$ cat config.mk
export PLATFORM = sky130hd
export DESIGN_NAME = pair_alu16
export DESIGN_NICKNAME = d
export VERILOG_FILES = /design/src/rtl/pair_alu16.sv
export SDC_FILE = /design/constraint.sdc
export NUM_CORES = 1
export LEC_CHECK = 0
export BUFFER_PORTS_ARGS = -buffer_cell sky130_fd_sc_hd__clkbuf_2
export CAP_MARGIN = 20
export CELL_PAD_IN_SITES_DETAIL_PLACEMENT = 1
export CELL_PAD_IN_SITES_GLOBAL_PLACEMENT = 1
export CORE_ASPECT_RATIO = 1.2
export CORE_UTILIZATION = 44
export DETAILED_ROUTE_END_ITERATION = 7
export PLACE_DENSITY = 0.9
export REMOVE_ABC_BUFFERS = 1
export SLEW_MARGIN = 20
export SYNTH_ARGS = -nofsm -noshare
export SYNTH_HDL_FRONTEND = slang
export SYNTH_SLANG_ARGS = --single-unit
$ cat constraint.sdc
create_clock -name clk -period 5.27 [get_ports clk]
set_input_delay 0.2635 -clock clk [delete_from_list [all_inputs] [get_ports clk]]
set_output_delay 0.2635 -clock clk [all_outputs]
set_load 0.05 [all_outputs]
$ cat src/rtl/pair_alu16.sv
module pair_alu16 (
  input  logic        clk,
  input  logic        rst_n,
  input  logic        start,
  input  logic [2:0]  op,
  input  logic        use_mem,
  input  logic [15:0] opnd,
  input  logic [15:0] addr,
  input  logic        pair_ld,
  input  logic [15:0] pair_wdata,
  input  logic        flag_ld,
  input  logic [7:0]  flag_wdata,
  output logic        mem_rd,
  output logic [15:0] mem_addr,
  input  logic [7:0]  mem_rdata,
  output logic [15:0] pair_q,
  output logic [7:0]  flags_q,
  output logic        busy,
  output logic        done
);
  typedef enum logic [1:0] {IDLE, RDLO, RDHI, EXEC} st_t;
  st_t st;
  logic [2:0]  op_q;
  logic        mem_q;
  logic [15:0] opnd_q, addr_q;
  logic [7:0]  lo_q;

  assign busy     = (st != IDLE);
  assign mem_rd   = (st == RDLO) || (st == RDHI);
  assign mem_addr = (st == RDHI) ? addr_q + 16'd1 : addr_q;

  logic [15:0] b, badd, res;
  logic        cin, c15, ovf, is_sbc;
  logic [16:0] sum, sub2, diff, sdiff;
  logic [7:0]  f;

  assign cin    = flags_q[0];
  assign is_sbc = (op_q == 3'd3);
  assign b      = mem_q ? {mem_rdata, lo_q} : opnd_q;
  assign badd   = (op_q == 3'd1) ? b + {15'd0, cin} : b;
  assign sum    = {1'b0, pair_q} + {1'b0, badd};
  assign c15    = pair_q[15] ^ badd[15] ^ sum[15];
  assign sub2   = {1'b0, b} + {16'd0, is_sbc & cin};
  assign diff   = {1'b0, pair_q} - sub2;
  assign sdiff  = {pair_q[15], pair_q} - {b[15], b} - {16'd0, is_sbc & cin};
  assign ovf    = sdiff[16] ^ sdiff[15];

  always_comb begin
    f   = flags_q;
    res = pair_q;
    case (op_q)
      3'd0, 3'd1: begin
        res  = sum[15:0];
        f[3] = sum[16];
        f[2] = c15 ^ sum[16];
        f[1] = 1'b0;
        f[0] = sum[16];
      end
      3'd2, 3'd3: begin
        res  = diff[15:0];
        f[2] = ovf;
        f[1] = 1'b1;
        f[0] = diff[16];
        if (!is_sbc && diff[16]) f[3] = 1'b1;
        if (is_sbc && (pair_q[11:0] < sub2[11:0])) f[4] = 1'b1;
      end
      3'd4, 3'd5, 3'd6: begin
        res  = (op_q == 3'd4) ? (pair_q & b) : (op_q == 3'd5) ? (pair_q ^ b) : (pair_q | b);
        f[4] = (op_q == 3'd4);
        f[3] = 1'b0;
        f[1] = 1'b0;
        f[0] = 1'b0;
      end
      default: ;
    endcase
    if (op_q != 3'd7) begin
      f[7] = res[15];
      f[6] = (res == 16'd0);
    end
  end

  always_ff @(posedge clk or negedge rst_n) begin
    if (!rst_n) begin
      st <= IDLE; op_q <= '0; mem_q <= 1'b0; opnd_q <= '0; addr_q <= '0;
      lo_q <= '0; pair_q <= '0; flags_q <= '0; done <= 1'b0;
    end else begin
      done <= 1'b0;
      case (st)
        IDLE: begin
          if (pair_ld) pair_q <= pair_wdata;
          if (flag_ld) flags_q <= flag_wdata;
          if (start) begin
            op_q <= op; mem_q <= use_mem; opnd_q <= opnd; addr_q <= addr;
            st <= use_mem ? RDLO : EXEC;
          end
        end
        RDLO: st <= RDHI;
        RDHI: begin lo_q <= mem_rdata; st <= EXEC; end
        EXEC: begin
          pair_q <= res; flags_q <= f; done <= 1'b1; st <= IDLE;
        end
      endcase
    end
  end

  assert_done_pulse_R3: assert property (@(posedge clk) disable iff (!rst_n)
    done |=> !done);
  assert_done_idle_R3: assert property (@(posedge clk) disable iff (!rst_n)
    done |-> !busy);
  assert_addr_step_R4: assert property (@(posedge clk) disable iff (!rst_n)
    (mem_rd && $past(mem_rd)) |-> mem_addr == $past(mem_addr) + 16'd1);
  assert_sub_n_R7: assert property (@(posedge clk) disable iff (!rst_n)
    (done && (op_q == 3'd2 || op_q == 3'd3)) |-> flags_q[1]);
  assert_logic_h_R9: assert property (@(posedge clk) disable iff (!rst_n)
    (done && op_q >= 3'd4 && op_q <= 3'd6) |-> (flags_q[4] == (op_q == 3'd4)) && !flags_q[0]);
  assert_zero_flag_R5: assert property (@(posedge clk) disable iff (!rst_n)
    (done && op_q != 3'd7) |-> flags_q[6] == (pair_q == 16'd0));
  assert_pair_hold_R2: assert property (@(posedge clk) disable iff (!rst_n)
    !$stable(pair_q) |-> (done || $past(pair_ld && !busy)));
endmodule

== Word level (Yosys, flattened, before mapping) ==
Index checks and enable logic that the tools add are counted.
Operators by class
  reductions and logical operators: 20
  bitwise logic cells: 9
  div/mod/pow operators: 0
  shift operators: 0
  $add $sub $neg: 7
  equality and inequality tests: 19
  order comparisons: 1
  muxes and demuxes: 21
  multipliers: 0
Operators with widths (number)
  two-way mux 16 bit: 6
  case mux 16 bit (3 select lines): 1
  case mux 16 bit (2 select lines): 1
  adder 16 x 1 -> 17 bit: 1
  adder 16 x 16 -> 17 bit: 1
  subtractor 16 x 16 -> 17 bit: 1
  subtractor 16 x 17 -> 17 bit: 1
  subtractor 17 x 1 -> 17 bit: 1
  adder 16 x 1 -> 16 bit: 1
  adder 16 x 1 -> 16 bit, second input constant: 1
  AND 16 bit: 1
  logical NOT 16 bit: 1
  bitwise OR 16 bit: 1
  case mux 8 bit (2 select lines): 1
  bitwise XOR 16 bit: 1
  < comparator 12 bit: 1
  AND reduction 3 bit: 4
  == test 3 bit, second input constant: 3
  inequality test 3 bit, second input constant: 3
  two-way mux 8 bit: 1
  inequality test 2 bit, second input constant: 4
  case mux 2 bit (4 select lines): 1
  AND reduction 4 bit: 2
  == test 3 x 2 -> 1 bit, second input constant: 2
  22 further kinds: 36
Storage, ports and cells
  input port bits: 73
  bits in writable memories: 0
  register bits: 71
  bits in latches: 0
  output and inout port bits: 43
  ROM bits: 0
  memories kept: 0

== Logic depth before layout (Yosys ltp) ==
Gate-level depths: netlist (run 1).
  depth after elaboration: 8
  depth in mapped cells: 21

== Worst setup path before layout (run 1) ==
No wires, ideal clock.
  path kind: reg-to-reg
  start: reg mem_q
  end: reg pair_q[15]
  stages on the path, launching flop included: 21
  setup slack: 0.847 ns
  arrival time: 4.343 ns
  setup time: 0.080 ns
  cell sequence: dfrtp_1 buf_4 buf_4 clkbuf_1 mux2i_1 inv_1 ha_1 nand3_1 nand2b_1 nor4_1 o32a_1 ha_1 a2111oi_0 a21oi_1 a31oi_1 or3_1 a31o_2 xor2_1 o221a_1 nor3_1 a2bb2oi_1
On the way
  longest elaborated chain between the ends: 6
RTL lines
  start, declared: line 24  | logic mem_q;
  start signal, assigned: line 93  | op_q <= op; mem_q <= use_mem; opnd_q <= opnd; addr_q <= addr;
  two-way mux 16 bit *: line 39  | assign b = mem_q ? {mem_rdata, lo_q} : opnd_q;
  adder 16 x 1 -> 16 bit (tied with other cells): line 40  | assign badd = (op_q == 3'd1) ? b + {15'd0, cin} : b;
  two-way mux 16 bit, on equally long branches: line 40, 68
  adder 16 x 16 -> 17 bit / two-way mux 16 bit (equally long branches): line 41, 68
  case mux 16 bit (3 select lines) *: line 51  | case (op_q)
  case mux 16 bit (2 select lines) *: line 88  | case (st)
  end signal, assigned: line 90  | if (pair_ld) pair_q <= pair_wdata;
  end, declared: line 16  | output logic [15:0] pair_q,
Mark *: on every way between the ends. The rest lies on a longest branch, timed or not.
A chain may end at the register's enable or synchronous reset.

== Worst setup path after layout (run 1) ==
  start: reg mem_q
  end: reg flags_q[6]
On the way
  longest elaborated chain between the ends: 8
RTL lines
  two-way mux 16 bit *: line 39
  adder 16 x 1 -> 16 bit (tied with other cells): line 40
  two-way mux 16 bit, on equally long branches: line 40, 68
  adder 16 x 16 -> 17 bit / two-way mux 16 bit (equally long branches): line 41, 68
  case mux 16 bit (3 select lines) *: line 51
  logical NOT 16 bit *: line 78  | f[6] = (res == 16'd0);
  two-way mux 2 bit *: line 76  | if (op_q != 3'd7) begin
  case mux 8 bit (2 select lines) *: line 88
  end signal, assigned: line 91  | if (flag_ld) flags_q <= flag_wdata;
  end, declared: line 17  | output logic [7:0] flags_q,
Mark *: on every way between the ends. The rest lies on a longest branch, timed or not. The select of a mux whose other input is x is not followed.

==> impl_results.md, run 1 <==
- Status: completed
- Worst Clk Skew: 0.00943 ns
- Die H: 145 microns
- Top cell type by total area after synthesis: dfrtp_1
- Min Clock Period, post-route: 5.07 ns
- DR pass1 iterations: 5
- FFs w/ async S/R, synth: 100%
- DIE WIDTH: 121 microns
- Reg area: 0.00178 sq mm
- Clk buf depth: 2
- Antenna diode count: 0
- Die ar.: 0.0175 sq mm
- Worst EP arrival: 5.35 ns
- CTS Sinks: 71
- IO buf count: 115
- Max Cap Viol: 0
- Post-CTS Setup Bufs: 0
- Largest cells by area after synthesis: dfrtp_1 24%, ha_1 17%, mux2_2 8.3%, xnor2_1 4.8%, inv_1 3.6%
- Largest net degree at the start of global routing: 55
- Worst-Skew Late Latency: 0.35 ns
- Critical path class: reg2reg
- Worst-path maximum fanout: 7
- First-pass GRT wire length: 45600 microns
- Ys Warns: 0
- Peak Freq: 0.197 GHz
- Slew @ Worst Pin: 1.15 ns
- Hold wc startpoint: addr[14]
- Clock tree root buffer cell: clkbuf_16
- CTS tree: yes
- Area share of the largest cell type after synthesis: 23.8%
- Gr usage total: 34.5%
- H-tree depth: 3
- Core Util, Final: 52.7%
- Crit path cell chain: mux2i_1 -> inv_1 -> ha_1 -> nand3_1 -> nand2b_1 -> nor4_1 -> o32a_1 -> ha_1 -> a2111oi_0 -> o21ai_1 -> nand2_1 -> nor3_1 -> a2111oi_0 -> nand3b_1 -> a2111oi_2 -> o2111ai_1 -> nand2_1
- Critical R2R Capture: flags_q[6]
- Worst Path Required: 5.55 ns
- # setup viols final: 0
- Initial DRC count: 449
- Worst r2r src: mem_q
- CP top delay family: compound AO/OA/AOI/OAI gates
- Multi-input logic area: 0.00528 sq mm
- Synth Register Bits: 71
- RSZ-0062 raised after global routing: false
- Delay of the slowest critical-path stage: 0.79 ns
- Met1 Use GR: 38.1%
- Crit. End Element: register
- Sequential area share after synthesis: 23.8%
- Top FF cell, synth: dfrtp_1
- Final Routed Wirelength: 29500 microns
- Setup_tns: 0 ns
- Core box area: 0.0164 sq mm
- Global Route met3 Usage: 6.97%
- Starting utilization of the core area: 45.6%
- GPL Wtd Cong: 0.943
- FP Rows: 51
- Gr busiest metal: met2
- Buf/Inv on CP: 1
- Clock Pin Slew Worst Setup and Hold Paths: 0.07 ns
- Max-slew headroom: 23.7%
- Worst R2R Setup Slack: 0.20 ns
- Hold Path Stages: 2
- Grt total ovfl: 0
- Via/cell ratio: 6.33
- Routed Antenna Nets: 0
- Critical-path top delay cell: a2111oi_0
- Nature of the critical path startpoint: register
- Via Count: 7442
- Tcrit/Tclk final: 96.2%
- WHS: 0.144 ns
- Io pins: 116
- EDFF count, synth: 0
- DP HPWL: 20700 microns
- Final Hold Violating Endpoints: 0
- Layout area overhead: 15.7%
- Avg Cell Area, Syn: 8.83 sq um
- Final slew viol count: 0
- Antenna violations before repair: 2
- Fillers: 1955
- Hold Path Class: in2reg
- Synth Instances: 846
- Vias in the first global route: 8277
- Min-Delay Endpoint: addr_q[14]
- Post-synth cell types: 82
- Mapped Area: 0.00747 sq mm
- Cts repair resizes: 0
- Layout Nets: 1135
- Layout cells sized above 1: 23.2%
- Grt met2 use: 60.4%
- DR WL/cell: 25.1 microns
- Reg2reg path depth: 17
- DRC Markers: 0
- TritonCTS Buffers: 9
[cell type report]
| type | instances | share of cell area [%] |
|---|---|---|
| Clock inverter | 4 | 0.898 |
| Sequential cell | 71 | 20.6 |
| Inverter | 72 | 3.13 |
| Timing Repair Buffer | 133 | 8.28 |
| Tap cell | 212 | 3.07 |
| Multi-Input combinational cell | 672 | 61.1 |
| Clock buffer | 12 | 2.97 |
[per-layer routing]
layer / wire [microns] / vias up / part of all wire [%]
met5: 13 / - / 0.044
li1: - / 3267 / -
met2: 14500 / 377 / 49
met4: 1950 / 2 / 6.6
met1: 10900 / 3668 / 37
met3: 2120 / 128 / 7.2
[state kept, by name, summed over array words and instances (netlist names)]
| signal | count |
|---|---|
| addr_q | 16 |
| opnd_q | 16 |
| pair_q | 16 |
| flags_q | 8 |
| lo_q | 8 |
| op_q | 3 |
| st | 2 |
| done | 1 |
| mem_q | 1 |
[stage by stage]
stage / cells / setup slack, ns / area (sq um)
2_1_floorplan: 815 / 0.768 / 7320
3_3_place_gp: 1159 / 0.439 / 8300
3_5_place_dp: 1159 / 0.384 / 8300
4_1_cts: 1176 / 0.308 / 8640
5_1_grt: 1176 / 0.0245 / 8640
6_report: 1176 / 0.202 / 8640
[layout by cell type (no fill, tap or decap), drive strengths merged, types with 23 or more instances in the layout]
master | netlist | layout
inv | 72 | 72
mux2 | 57 | 57
xnor2 | 41 | 41
mux2i | 23 | 23
nand2 | 67 | 67
clkbuf | 16 | 126
o21ai | 51 | 51
ha | 101 | 101
a21oi | 43 | 43
dfrtp | 71 | 71
nor3 | 25 | 25
nor2 | 48 | 48
[how the worst max path moves through the flow]
| stage | start | end | slack (ns) | cells after the start |
|---|---|---|---|---|
| 4_1_cts | mem_q | flags_q[6] | 0.31 | 17 |
| 5_1_grt | mem_q | flags_q[6] | 0.02 | 17 |
| 3_3_place_gp | mem_q | flags_q[6] | 0.44 | 17 |
| 2_1_floorplan | mem_q | pair_q[15] | 0.77 | 18 |
| 6_report | mem_q | flags_q[6] | 0.20 | 17 |
| 3_5_place_dp | mem_q | flags_q[6] | 0.38 | 17 |
[cell families (layout without fill, tap and decap cells)]
| family | count (synthesis) | in the layout | share of synthesized area [%] |
|---|---|---|---|
| and+or+nand+nor | 225 | 225 | 15.0 |
| AOI/OAI and AO/OA | 203 | 203 | 18.6 |
| DFF | 71 | 71 | 23.8 |
| buffers and inverters | 103 | 221 | 5.61 |
| xor gates and xnor gates | 57 | 57 | 6.68 |
| adders and majority gates | 103 | 103 | 17.5 |
| muxes | 84 | 84 | 12.9 |
[worst register-to-register path: stages, from the launching register on]
cell,delay (ns)
dfrtp_1,0.49
mux2i_1,0.62
inv_1,0.22
ha_1,0.26
nand3_1,0.11
nand2b_1,0.24
nor4_1,0.09
o32a_1,0.18
ha_1,0.37
a2111oi_0,0.46
o21ai_1,0.17
nand2_1,0.11
nor3_1,0.05
a2111oi_0,0.79
nand3b_1,0.19
a2111oi_2,0.38
o2111ai_1,0.18
nand2_1,0.10
[what timing repair did]
action | CTS | global route
setup endpoints to repair | 0 | 0
endpoints found under the hold margin | 17 | 0
hold buffers | 1 | 0
[cell usage after synthesis (4+ instances only)]
library cell / count
o211ai_1: 9
xnor2_1: 41
nand2b_1: 11
o21ai_1: 5
a32o_1: 4
clkbuf_1: 16
a21oi_1: 42
nor2b_1: 11
o32a_1: 5
a31oi_1: 5
buf_1: 5
nor3_1: 24
nor2_1: 48
or3_1: 6
nand4_1: 8
a211oi_1: 14
a2111oi_0: 4
and2_1: 4
and3_1: 5
inv_1: 72
o22ai_1: 6
nand3b_1: 4
a21boi_0: 4
mux4_2: 4
xor2_1: 16
o21ai_0: 46
ha_1: 101
buf_2: 5
mux2_2: 55
nand3_1: 15
o21bai_1: 4
mux2i_1: 23
dfrtp_1: 71
nand2_1: 67
a21o_1: 11
Power of run 1 is left out: the tool's default activity adds up to more than one toggle a clock period on the data nets, which glitch-free logic cannot reach.
==> inputs of run 2 (changes only) <==
- CORE_UTILIZATION: 44 -> 45
- CTS_BUF_LIST: default -> sky130_fd_sc_hd__clkbuf_8
- PLACE_DENSITY: 0.9 -> 0.92
==> run 2 against run 1 <==
The run now ends with hold timing left. First-iteration DRC count decreased by 7.6%. Count of clock-buffer cells in the layout down 1. Routed wire length down 7.6%. Clock skew up 0.013 ns. Core utilization down 0.088 points. Hold slack got worse by 0.16 ns. Die area is 2.2% lower. Global-route usage down 2.2 points. Sequential share of layout area up 0.28 points. Non-clock buffer count is 2 lower. Critical path depth shrank 1. Final area is 1.3% lower. Critical path type unchanged.
==> impl_results.md, run 2 (synthesis gave the netlist of run 1 again) <==
- Status: complete, but fails checks
- Failing checks: hold timing
- Starting utilization of the core area: 46.1%
- Layout Nets: 1133
- CTS tree: yes
- TritonCTS Buffers: 9
- Clock tree root buffer cell: clkbuf_8
- Critical path class: reg2reg
- Worst EP arrival: 5.28 ns
- IO buf count: 115
- Critical-path top delay cell: dfrtp_1
- Final Routed Wirelength: 27200 microns
- Hold Path Class: in2async
- Clk buf depth: 2
- Delay of the slowest critical-path stage: 0.50 ns
- Worst Path Required: 5.54 ns
- Via Count: 7326
- Fillers: 1987
- Min Clock Period, post-route: 5.01 ns
- Regs by FF count: addr_q x16, opnd_q x16, pair_q x16
- Io pins: 116
- Core box area: 0.0162 sq mm
- Initial DRC count: 415
- Peak Freq: 0.200 GHz
- Crit path cell chain: buf_4 -> mux2i_1 -> a221oi_2 -> nand3_1 -> nor2_1 -> nand2_1 -> xnor2_1 -> ha_1 -> nand2_1 -> or2_2 -> o221ai_1 -> a31oi_1 -> xor2_1 -> o211ai_1 -> nand3_1 -> mux2_1
- First-pass GRT wire length: 42200 microns
- DR pass1 iterations: 5
- # setup viols final: 0
- Die ar.: 0.0171 sq mm
- Max Cap Viol: 0
- CTS Sinks: 71
- Clock Pin Slew Worst Setup and Hold Paths: 0.09 ns
- Antenna diode count: 0
- H-tree depth: 3
- Max-slew headroom: 33.7%
- Post-CTS Setup Bufs: 0
- Most frequent cells in the layout: 114 x clkbuf_2, 101 x ha_1, 73 x inv_1, 71 x dfrtp_1, 67 x nand2_1
- DP HPWL: 20800 microns
- Vias in the first global route: 7917
- Largest net degree at the start of global routing: 72
- Worst-path maximum fanout: 22
- Worst Clk Skew: 0.0229 ns
- Slew @ Worst Pin: 0.994 ns
- Final slew viol count: 0
- Worst-Skew Late Latency: 0.40 ns
- WHS: -0.0124 ns
- DRC Markers: 0
- Grt total ovfl: 0
- DIE WIDTH: 120 microns
- Layout area overhead: 14.1%
- FP Rows: 51
- Crit. End Element: register
- Antenna violations before repair: 0
- Routed Antenna Nets: 0
- Tcrit/Tclk final: 95.1%
- Via/cell ratio: 6.24
- RSZ-0062 raised after global routing: false
- GPL Wtd Cong: 0.944
- DR WL/cell: 23.2 microns
- Leading cell type in the layout, fill and taps excluded: clkbuf_2
- Nature of the critical path startpoint: register
- Final Hold Violating Endpoints: 3
- Worst R2R Setup Slack: 0.26 ns
- Setup_tns: 0 ns
- Layout cells sized above 1: 23.3%
- Die H: 143 microns
- Gr usage total: 32.3%
## run 2: cell types whose count changed in the layout (fill, tap and decap cells not counted)
| cell | previous run | this run |
|---|---|---|
| clkbuf_1 | 1 | 0 |
| clkbuf_8 | 2 | 11 |
| inv_1 | 72 | 73 |
| buf_4 | 18 | 17 |
| mux2i_2 | 0 | 1 |
| clkbuf_16 | 9 | 0 |
| dlygate4sd3_1 | 1 | 0 |
| mux2i_1 | 23 | 22 |
## run 2: worst paths after layout
kind / start / end / cells after the start
max: mem_q / flags_q[3] / 16
min: rst_n / pair_q[11] / 1
max reg2reg: mem_q / flags_q[3] / 16
min reg2reg: opnd_q[15] / opnd_q[15] / 1
max in group asynchronous: rst_n / pair_q[1] / 1
min in group clk: op[2] / op_q[2] / 2
## run 2: layer usage
metal	vias up	share of wire (%)	track usage, %
met2	339	49	56.3
met3	103	6.4	6.43
met1	3621	38	35.9
met4	0	6.0	21.0
met5	-	0	0
li1	3263	-	-
## run 2: final cells by class
| cell class | count | area, sq um | share of cell area, % |
|---|---|---|---|
| Tap cell | 212 | 265 | 3.11 |
| Multi-Input combinational cell | 672 | 5280 | 62.0 |
| Timing Repair Buffer | 131 | 698 | 8.19 |
| Clock buffer | 11 | 151 | 1.78 |
| Inverter | 72 | 270 | 3.17 |
| Clock inverter | 5 | 81.3 | 0.954 |
| Sequential cell | 71 | 1780 | 20.8 |
## run 2: critical path, delay by kind of cell, from the launching register on
family	cells	cell delay (ns)
muxes	2	0.69
AOI/OAI and AO/OA	4	1.09
adders and majority gates	1	0.40
and+or+nand+nor	6	1.37
DFF	1	0.50
buffers and inverters	1	0.35
xor gates and xnor gates	2	0.47
## run 2: through the flow
stage	cell area, sq um	utilization, %	instances	setup WS, ns	hold slack, ns
2_1_floorplan	7320	-	815	0.768	-0.0321
5_1_grt	8530	52.6	1174	0.0679	0.0861
6_report	8530	52.6	1174	0.259	-0.0124
3_3_place_gp	8290	51.1	1158	0.585	0.461
3_5_place_dp	8290	51.1	1158	0.483	0.482
4_1_cts	8520	52.6	1174	0.318	0.0591
## run 2: repair_timing
item | 4_1_cts | 5_1_grt
hold buffers | 0 | 0
gates resized for setup | 0 | 1
endpoints found under the setup margin | 0 | 3
Power of run 2 is left out for the same reason.
==> inputs of run 3 (changes only) <==
- CELL_PAD_IN_SITES_DETAIL_PLACEMENT: 1 -> default
- CELL_PAD_IN_SITES_GLOBAL_PLACEMENT: 1 -> default
- CORE_UTILIZATION: 45 -> 48
- PLACE_DENSITY: 0.92 -> 0.78
==> run 3 against run 2 <==
The run now ends clean. Register-to-register slack better by 0.27 ns. Setup slack better by 0.27 ns. Final cell count shrank 1.1%.
==> impl_results.md, run 3 (synthesis gave the netlist of run 1 again) <==
- Tcrit/Tclk final: 90.0%
- Worst-path maximum fanout: 23
- Worst r2r src: mem_q
- Cts repair resizes: 0
- Via Count: 6956
- Antenna diode count: 0
- Nature of the critical path startpoint: register
- DR pass1 iterations: 5
- Core box area: 0.0151 sq mm
- Worst Clk Skew: 0.0208 ns
- Peak Freq: 0.211 GHz
- Hold Path Class: in2async
- Final slew viol count: 0
- Reg area: 0.00178 sq mm
- IO buf count: 115
- H-tree depth: 3
- Multi-input logic area: 0.00529 sq mm
- Largest net degree at the start of global routing: 72
- Max-slew headroom: 38.0%
- Leading cell type in the layout, fill and taps excluded: clkbuf_2
- Post-CTS Setup Bufs: 0
- Status: completed
- Io pins: 116
- Clock Pin Slew Worst Setup and Hold Paths: 0.10 ns
- Die ar.: 0.0161 sq mm
- CP top delay family: compound AO/OA/AOI/OAI gates
- CTS Hold Bufs: 0
- RSZ-0062 raised after global routing: false
- CTS tree: yes
- Worst-Skew Late Latency: 0.39 ns
- Antenna violations before repair: 0
- Setup crit start: mem_q
- Routed Antenna Nets: 0
- Critical path class: reg2reg
- Crit path cell chain: buf_4 -> mux2i_1 -> inv_1 -> nand3_1 -> nor2_1 -> xnor2_1 -> ha_1 -> inv_1 -> or4_1 -> a31oi_1 -> o31ai_1 -> o21ai_1 -> xor2_1 -> nor3_1 -> o32a_1
- Slew @ Worst Pin: 0.929 ns
- DP HPWL: 16900 microns
- Delay of the slowest critical-path stage: 0.60 ns
- Gr usage total: 28.3%
- Clock tree root buffer cell: clkbuf_8
- DIE WIDTH: 116 microns
- Worst Path Required: 5.56 ns
- CP most frequent cell: inv_1
- Buf/Inv on CP: 3
- TritonCTS Buffers: 9
- Worst EP arrival: 5.03 ns
- # setup viols final: 0
- DRC Markers: 0
- Min Clock Period, post-route: 4.75 ns
- Via/cell ratio: 5.99
- Die H: 139 microns
- Starting utilization of the core area: 49.5%
- Fillers: 1406
- First-pass GRT wire length: 35000 microns
- Final Hold Violating Endpoints: 0
- Max Cap Viol: 0
- Layout Nets: 1128
- CTS Sinks: 71
- DP Area: 0.00825 sq mm
- Crit. End Element: register
- Most frequent cells in the layout: 114 x clkbuf_2, 101 x ha_1, 72 x inv_1, 71 x dfrtp_1, 67 x nand2_1
- Final Routed Wirelength: 22200 microns
- Grt total ovfl: 0
- Vias in the first global route: 6774
- GPL Wtd Cong: 0.925
- Regs by FF count: addr_q x16, opnd_q x16, pair_q x16
- Layout cells sized above 1: 22.9%
- Critical-path top delay cell: mux2i_1
- Setup_tns: 0 ns
- FP Rows: 49
- Clk buf depth: 2
- Initial DRC count: 513
- Final Instance Area: 0.00848 sq mm
- DR WL/cell: 19.1 microns
- Layout area overhead: 13.5%
## run 3: cell types whose count changed in the layout (fill, tap and decap cells not counted), sizes merged
cell	delta
clkbuf	-1
buf	-5
inv	+1
## run 3: worst paths after layout
| path | to | slack [ns] | cells after the start |
|---|---|---|---|
| min reg2reg | opnd_q[9] | 0.52 | 1 |
| max | flags_q[2] | 0.52 | 15 |
| min | flags_q[2] | 0.01 | 1 |
| max in group asynchronous | opnd_q[4] | 4.65 | 1 |
| max reg2reg | flags_q[2] | 0.52 | 15 |
| min in group clk | op_q[1] | 0.10 | 2 |
## run 3: through the flow
stage                     hold WS, ns  cells  setup slack [ns]  util, %
after floorplan               -0.0321    815             0.768        -
after global placement          0.466   1145             0.565     54.7
after detailed placement        0.465   1145             0.584     54.7
after CTS                      0.0429   1161             0.583     56.2
after global routing            0.103   1161            0.0905     56.2
final                         0.00962   1161             0.524     56.2
## run 3: final cells by class
cell class                 instances  area share [%]
tap                              204            3.01
clock buffer                      10            1.62
multi-input combinational        672            62.4
timing repair buffer             126            7.79
clock inverter                     6            1.08
inverter                          72            3.19
sequential                        71            21.0
## run 3: worst register-to-register path: stages, from the launching register on
cell	delay (ns)
dfrtp_1	0.46
buf_4	0.33
mux2i_1	0.61
inv_1	0.27
nand3_1	0.18
nor2_1	0.11
xnor2_1	0.15
ha_1	0.38
inv_1	0.10
or4_1	0.54
a31oi_1	0.29
o31ai_1	0.20
o21ai_1	0.39
xor2_1	0.25
nor3_1	0.09
o32a_1	0.31
## run 3: layer usage
layer	global-route usage, %	wire [microns]	part of all wire, %	vias up
li1	-	-	-	3266
met1	34.9	8910	40	3289
met2	45.8	10300	46	321
met3	5.29	1820	8.2	80
met4	15.7	1140	5.2	0
met5	0	0	0	-
Power of run 3 is left out for the same reason.
